`src/rtl/idr_pkg.sv`:
```
package idr_pkg;
  localparam int BYTE_W  = 8;
  localparam int MODEL_W = 4;

  localparam logic [MODEL_W-1:0] MODEL_FLAT    = 4'hF;
  localparam logic [MODEL_W-1:0] MODEL_CLUSTER = 4'h0;
  localparam logic [BYTE_W-1:0]  DEST_ALL      = 8'hFF;

  typedef enum logic [1:0] {
    SH_NONE     = 2'd0,
    SH_SELF     = 2'd1,
    SH_ALL      = 2'd2,
    SH_ALL_BUT  = 2'd3
  } shorthand_e;

  typedef enum logic [1:0] {
    FLD_ID    = 2'd0,
    FLD_LOGB  = 2'd1,
    FLD_MODEL = 2'd2,
    FLD_NONE  = 2'd3
  } cfg_field_e;

  typedef struct packed {
    logic [BYTE_W-1:0]  id;
    logic [BYTE_W-1:0]  logb;
    logic [MODEL_W-1:0] model;
  } ctrl_cfg_t;
endpackage

```
`src/rtl/idr_pick_first.sv`:
```
module idr_pick_first #(
  parameter int WIDTH = 8
) (
  input  logic [WIDTH-1:0] vec_in,
  output logic [WIDTH-1:0] vec_out
);
  // Isolate the lowest set bit: two's complement trick.
  logic [WIDTH-1:0] neg;
  assign neg     = (~vec_in) + {{(WIDTH-1){1'b0}}, 1'b1};
  assign vec_out = vec_in & neg;
endmodule

```
`src/rtl/idr_cfg_table.sv`:
```
module idr_cfg_table
  import idr_pkg::*;
#(
  parameter int N_CTRL = 8,
  parameter int IDX_W  = 3
) (
  input  logic                  clk,
  input  logic                  rst_n,
  input  logic                  cfg_we,
  input  logic [IDX_W-1:0]      cfg_idx,
  input  logic [1:0]            cfg_field,
  input  logic [31:0]           cfg_wdata,
  output ctrl_cfg_t [N_CTRL-1:0] table_q
);
  logic unused_wdata;
  assign unused_wdata = ^cfg_wdata[23:8];

  for (genvar i = 0; i < N_CTRL; i++) begin : g_entry
    logic hit;
    assign hit = cfg_we && (cfg_idx == IDX_W'(i));

    always_ff @(posedge clk or negedge rst_n) begin
      if (!rst_n) begin
        table_q[i].id    <= BYTE_W'(i);
        table_q[i].logb  <= '0;
        table_q[i].model <= MODEL_FLAT;
      end else if (hit) begin
        case (cfg_field_e'(cfg_field))
          FLD_ID:    table_q[i].id    <= cfg_wdata[7:0];
          FLD_LOGB:  table_q[i].logb  <= cfg_wdata[31:24];
          FLD_MODEL: table_q[i].model <= cfg_wdata[31:28];
          default:   ;
        endcase
      end
    end
  end
endmodule

```
`src/rtl/idr_match.sv`:
```
module idr_match
  import idr_pkg::*;
#(
  parameter int N_CTRL = 8,
  parameter int IDX_W  = 3
) (
  input  ctrl_cfg_t [N_CTRL-1:0] table_q,
  input  logic [BYTE_W-1:0]      dest,
  input  logic                   logical,
  input  logic [1:0]             shorthand,
  input  logic                   lowpri,
  input  logic [IDX_W-1:0]       self_idx,
  output logic [N_CTRL-1:0]      mask
);
  logic [N_CTRL-1:0] id_hit, log_hit, id_first, phys_mask;
  logic [N_CTRL-1:0] dest_mask, self_oh, sh_mask, narrowed;

  for (genvar i = 0; i < N_CTRL; i++) begin : g_cmp
    logic flat_m, clus_m;
    assign id_hit[i] = (table_q[i].id == dest);
    assign flat_m = (table_q[i].model == MODEL_FLAT) &&
                    (|(dest & table_q[i].logb));
    assign clus_m = (table_q[i].model == MODEL_CLUSTER) &&
                    (dest[7:4] == table_q[i].logb[7:4]) &&
                    (|(dest[3:0] & table_q[i].logb[3:0]));
    assign log_hit[i] = flat_m | clus_m;
    assign self_oh[i] = (self_idx == IDX_W'(i));
  end

  idr_pick_first #(.WIDTH(N_CTRL)) u_id_first (
    .vec_in  (id_hit),
    .vec_out (id_first)
  );

  assign phys_mask = (dest == DEST_ALL) ? {N_CTRL{1'b1}} : id_first;
  assign dest_mask = logical ? log_hit : phys_mask;

  always_comb begin
    case (shorthand_e'(shorthand))
      SH_SELF:    sh_mask = self_oh;
      SH_ALL:     sh_mask = {N_CTRL{1'b1}};
      SH_ALL_BUT: sh_mask = ~self_oh;
      default:    sh_mask = dest_mask;
    endcase
  end

  idr_pick_first #(.WIDTH(N_CTRL)) u_lowpri (
    .vec_in  (sh_mask),
    .vec_out (narrowed)
  );

  assign mask = lowpri ? narrowed : sh_mask;
endmodule

```
`src/rtl/idr_top.sv`:
```
module idr_top
  import idr_pkg::*;
#(
  parameter int N_CTRL = 8,
  parameter int IDX_W  = (N_CTRL > 1) ? $clog2(N_CTRL) : 1
) (
  input  logic              clk,
  input  logic              rst_n,
  input  logic              cfg_we,
  input  logic [IDX_W-1:0]  cfg_idx,
  input  logic [1:0]        cfg_field,
  input  logic [31:0]       cfg_wdata,
  input  logic              req_valid,
  output logic              req_ready,
  input  logic [7:0]        req_dest,
  input  logic              req_logical,
  input  logic [1:0]        req_shorthand,
  input  logic              req_lowpri,
  input  logic [IDX_W-1:0]  req_self,
  output logic              rsp_valid,
  input  logic              rsp_ready,
  output logic [N_CTRL-1:0] rsp_mask
);
  ctrl_cfg_t [N_CTRL-1:0] table_q;
  logic [N_CTRL-1:0]      mask_d;
  logic                   take;

  idr_cfg_table #(.N_CTRL(N_CTRL), .IDX_W(IDX_W)) u_table (
    .clk       (clk),
    .rst_n     (rst_n),
    .cfg_we    (cfg_we),
    .cfg_idx   (cfg_idx),
    .cfg_field (cfg_field),
    .cfg_wdata (cfg_wdata),
    .table_q   (table_q)
  );

  idr_match #(.N_CTRL(N_CTRL), .IDX_W(IDX_W)) u_match (
    .table_q   (table_q),
    .dest      (req_dest),
    .logical   (req_logical),
    .shorthand (req_shorthand),
    .lowpri    (req_lowpri),
    .self_idx  (req_self),
    .mask      (mask_d)
  );

  assign req_ready = !rsp_valid || rsp_ready;
  assign take      = req_valid && req_ready;

  always_ff @(posedge clk or negedge rst_n) begin
    if (!rst_n) begin
      rsp_valid <= 1'b0;
      rsp_mask  <= '0;
    end else if (take) begin
      rsp_valid <= 1'b1;
      rsp_mask  <= mask_d;
    end else if (rsp_ready) begin
      rsp_valid <= 1'b0;
    end
  end
endmodule

```
`config.mk`:
```
export PLATFORM = sky130hd
export DESIGN_NAME = idr_top
export DESIGN_NICKNAME = d
export VERILOG_FILES = /design/src/rtl/idr_pkg.sv /design/src/rtl/idr_pick_first.sv /design/src/rtl/idr_cfg_table.sv /design/src/rtl/idr_match.sv /design/src/rtl/idr_top.sv
export SDC_FILE = /design/constraint.sdc
export NUM_CORES = 1
export LEC_CHECK = 0
export ABC_CLOCK_PERIOD_IN_PS = 6600
export BUFFER_PORTS_ARGS = -buffer_cell sky130_fd_sc_hd__buf_4
export CAP_MARGIN = 20
export CORE_MARGIN = 4
export CORE_UTILIZATION = 45
export CTS_BUF_LIST = sky130_fd_sc_hd__clkbuf_8
export DETAILED_ROUTE_END_ITERATION = 8
export GPL_TIMING_DRIVEN = 0
export PLACE_DENSITY = 0.71
export SLEW_MARGIN = 10
export SYNTH_ARGS = -nofsm -noshare
export SYNTH_HDL_FRONTEND = slang
export SYNTH_SLANG_ARGS = --single-unit
```
`constraint.sdc`:
```
create_clock -name clk -period 6.6 [get_ports clk]
set_input_delay 1.32 -clock clk [delete_from_list [all_inputs] [get_ports clk]]
set_output_delay 1.32 -clock clk [all_outputs]
set_load 0.01 [all_outputs]
```
==> metrics.csv <==
stage,metric,value,unit
clock_network,Resized cells post-CTS,0,
setup_path,Reg2Reg Capture Point,rsp_mask[6]$_DFFE_PN0P_,
setup_path,Worst EP required,6.98,ns
synthesis,Post-Synthesis Cells,676,
timing,setup TNS,0,ns
global_route,initial antenna violation count,0,
clock_network,clock-pin slew on the worst setup and hold paths,0.08,ns
global_route,GRT met2 Usage,33.48,%
finish,Layout Nets,832,
global_route,number of global-route vias before repair,6158,
timing,Worst Tran Pin Value,0.7260,ns
clock_network,clock root cell,clkbuf_8,
timing,Setup WS post-layout,3.316,ns
global_route,grt peak-use layer,met2,
timing,RSZ-0062 raised after global routing,false,
timing,clock skew,0.01189,ns
setup_path,Worst path most repeated cell,buf_4,
synthesis,sequential area share after synthesis,49.80,%
timing,final period utilization,49.76,%
synthesis,Yosys cell types,58,
power,cell area power density,273.7,nW/µm²
synthesis,async set or reset register ratio after synthesis,100.0,%
synthesis,cell taking the most area after synthesis,dfrtp_1,
global_route,first-pass GRT wire length,33480,µm
setup_path,slowest CP cell,nor4_1,
clock_network,hold_buf cts,0,
floorplanning,Die X,146.3,µm
routing,drt total wl,20860,µm
clock_network,CTS max path bufs,2,
clock_network,CTS sink cnt,169,
timing,worst hold margin,0.4746,ns
floorplanning,die height,146.3,µm
outcome,status,"finished, final reports clean",
power,total power draw,2.644,mW
synthesis,Synth top area share,36.36,%
finish,"non-filler cells, final",990,
power,Peak VDD IR,0.1408,mV
clock_network,postcts setup bufs,0,
finish,layout cells sized above 1,41.40,%
floorplanning,Initial Util,45.84,%
synthesis,synthesized cell area,8603,µm²
setup_path,Reg2Reg Launch Point,u_table.table_q[89]$_DFFE_PN0P_,
setup_path,r2r setup slk,4.18,ns
placed_design,DP Wirelength,14730,µm
placed_design,dpl cells,955,
synthesis,yosys warns,0,
timing,maximum clock rate,304.5,MHz
floorplanning,Die Footprint,21390,µm²
routing,remaining antenna violation count after routing,0,
global_route,largest net degree at the start of global routing,124,
power,leakage power,4.147,nW
worst_hold_path,Hold Path Class,reg2reg,
synthesis,main area contributors after synthesis,"dfrtp_1 (36%), mux2_2 (21%), dfstp_2 (13%), xnor2_1 (5.2%), ha_1 (4.7%)",
placed_design,placed cell area,9259,µm²
placed_design,RePlAce Congestion,0.8961,
setup_path,Max Fanout on Critical Path,9,
setup_path,CP cell instances,buf_4 -> buf_4 -> xor2_1 -> nor4_1 -> nand2_1 -> nor4b_2 -> a21oi_1 -> nand3_1 -> o211a_1 -> a211oi_2,
synthesis,Seq cells post-synth,169,
worst_hold_path,WHS Endpoint,rsp_mask[1]$_DFFE_PN0P_,
finish,design area,9658,µm²
global_route,Overflow after GRT,0,
timing,slew margin rel.,51.42,%
routing,wire per inst,21.07,µm
clock_network,Skew-Pair Late Insertion Delay,0.46,ns
placed_design,pre-CTS setup slack,2.883,ns
setup_path,CP endpoint kind,flop,
setup_path,startpoint class of the critical path,input port,
routing,residual DRC count,0,
global_route,Global Route met1 Usage,25.41,%
routing,DRT iter0 DRCs,308,
finish,"Core Util, Final",51.46,%
clock_network,H-tree levels,4,
timing,final setup violation count,0,
synthesis,Synth Area per Inst,12.73,µm²
routing,Vias/cell,5.868,
finish,antenna cells,0,
worst_hold_path,hold depth,2,
clock_network,CTS Buf Count,17,
worst_hold_path,hold_sp,rsp_mask[1]$_DFFE_PN0P_,
synthesis,syn nets,765,
finish,"commonest cells after routing, fill and taps aside","mux2_2 (160), dfrtp_1 (125), xnor2_1 (51)",
floorplanning,I/O Pins,67,
setup_path,R2R depth,9,
clock_network,CTS tree,yes,
run,max cap viols,0,
setup_path,kind of critical path,in2reg,
floorplanning,CORE AREA,18770,µm²
timing,fin. max-slew vios,0,
routing,Vias,5809,
global_route,met3 Track Usage GR,4.749,%
routing,TritonRoute pass-1 iters,5,
finish,P&R area growth vs syn,12.26,%
timing,Final Hold Fails,0,
setup_path,biggest cell delay along the critical path,0.48,ns
synthesis,ys flop type,dfrtp_1,
setup_path,arrival time worst endpoint,3.66,ns
global_route,all-layer global routing usage,20.01,%
synthesis,number of enable flip-flop cells after synthesis,0,
timing,min cycle time layout,3.284,ns
floorplanning,Rows,50,
placed_design,Port-buffer cells,43,
finish,"commonest non-fill, non-tap cell in the layout",mux2_2,
-- logic make-up after synthesis --
| family | after synthesis | share of synthesized area, % |
|---|---|---|
| buf+inv | 27 | 1.818 |
| simple gates | 149 | 9.671 |
| compound gates | 69 | 5.992 |
| xor+xnor | 70 | 7.126 |
| fa+ha+maj | 32 | 4.654 |
| mux | 160 | 20.94 |
| flops | 169 | 49.80 |
-- how the worst max path moves through the flow --
| stage | end | startpoint | slack, ns |
|---|---|---|---|
| 6_report | rsp_mask[6]$_DFFE_PN0P_ | req_dest[5] | 3.32 |
| 2_1_floorplan | rsp_mask[6]$_DFFE_PN0P_ | req_dest[1] | 3.54 |
| 3_5_place_dp | rsp_mask[6]$_DFFE_PN0P_ | req_dest[5] | 2.88 |
| 5_1_grt | rsp_mask[6]$_DFFE_PN0P_ | req_dest[5] | 3.23 |
| 4_1_cts | rsp_mask[6]$_DFFE_PN0P_ | req_dest[5] | 3.36 |
| 3_3_place_gp | rsp_mask[6]$_DFFE_PN0P_ | req_dest[5] | 2.98 |
-- cells in the mapped netlist (all sizes together) (2+ instances only) --
cell type	count
mux2	160
dfrtp	125
xnor2	51
dfstp	44
nand2	36
ha	32
nor2	27
nand4	22
nor4	20
xor2	19
buf	16
o21ai	16
a21oi	13
a22oi	10
clkbuf	9
nor3	8
or4	8
nand2b	5
nand4b	5
a22o	4
o31ai	4
a221oi	3
a31oi	3
and2	3
nor3b	3
a211oi	2
a31o	2
inv	2
nand3	2
nor2b	2
nor4b	2
nor4bb	2
o211ai	2
o21bai	2
or2	2
-- area by class of cell --
type | instances | area [µm²]
fill | 1616 | 9110
inverter | 2 | 7.507
clock inverter | 11 | 95.09
tap | 234 | 292.8
buffer | 25 | 148.9
timing repair buffer | 48 | 377.9
multi-input combinational | 480 | 4163
sequential | 169 | 4284
clock buffer | 21 | 289.0
-- report_power, final --
group	total (mW)	internal [mW]	switching, mW	leakage [nW]
Sequential	1.40	1.27	0.128	2.06
Combinational	0.536	0.295	0.242	1.89
Clock	0.707	0.337	0.370	0.200
-- worst max-delay path, delay by kind of cell --
| family | cells | cell delay [ns] |
|---|---|---|
| xor+xnor | 1 | 0.17 |
| compound gates | 3 | 0.70 |
| buf+inv | 2 | 0.39 |
| simple gates | 4 | 1.07 |
-- flip-flops by register name (all words and copies together) (netlist names) --
register	count
rsp_valid	1
u_table.table_q	160
rsp_mask	8
-- routing by layer --
layer | vias to the layer above | wire length, µm
li1 | 2630 | -
met1 | 2968 | 9026
met2 | 163 | 10140
met3 | 48 | 1118
met4 | 0 | 570
met5 | - | 0
Power figures use the tool's default switching activity.
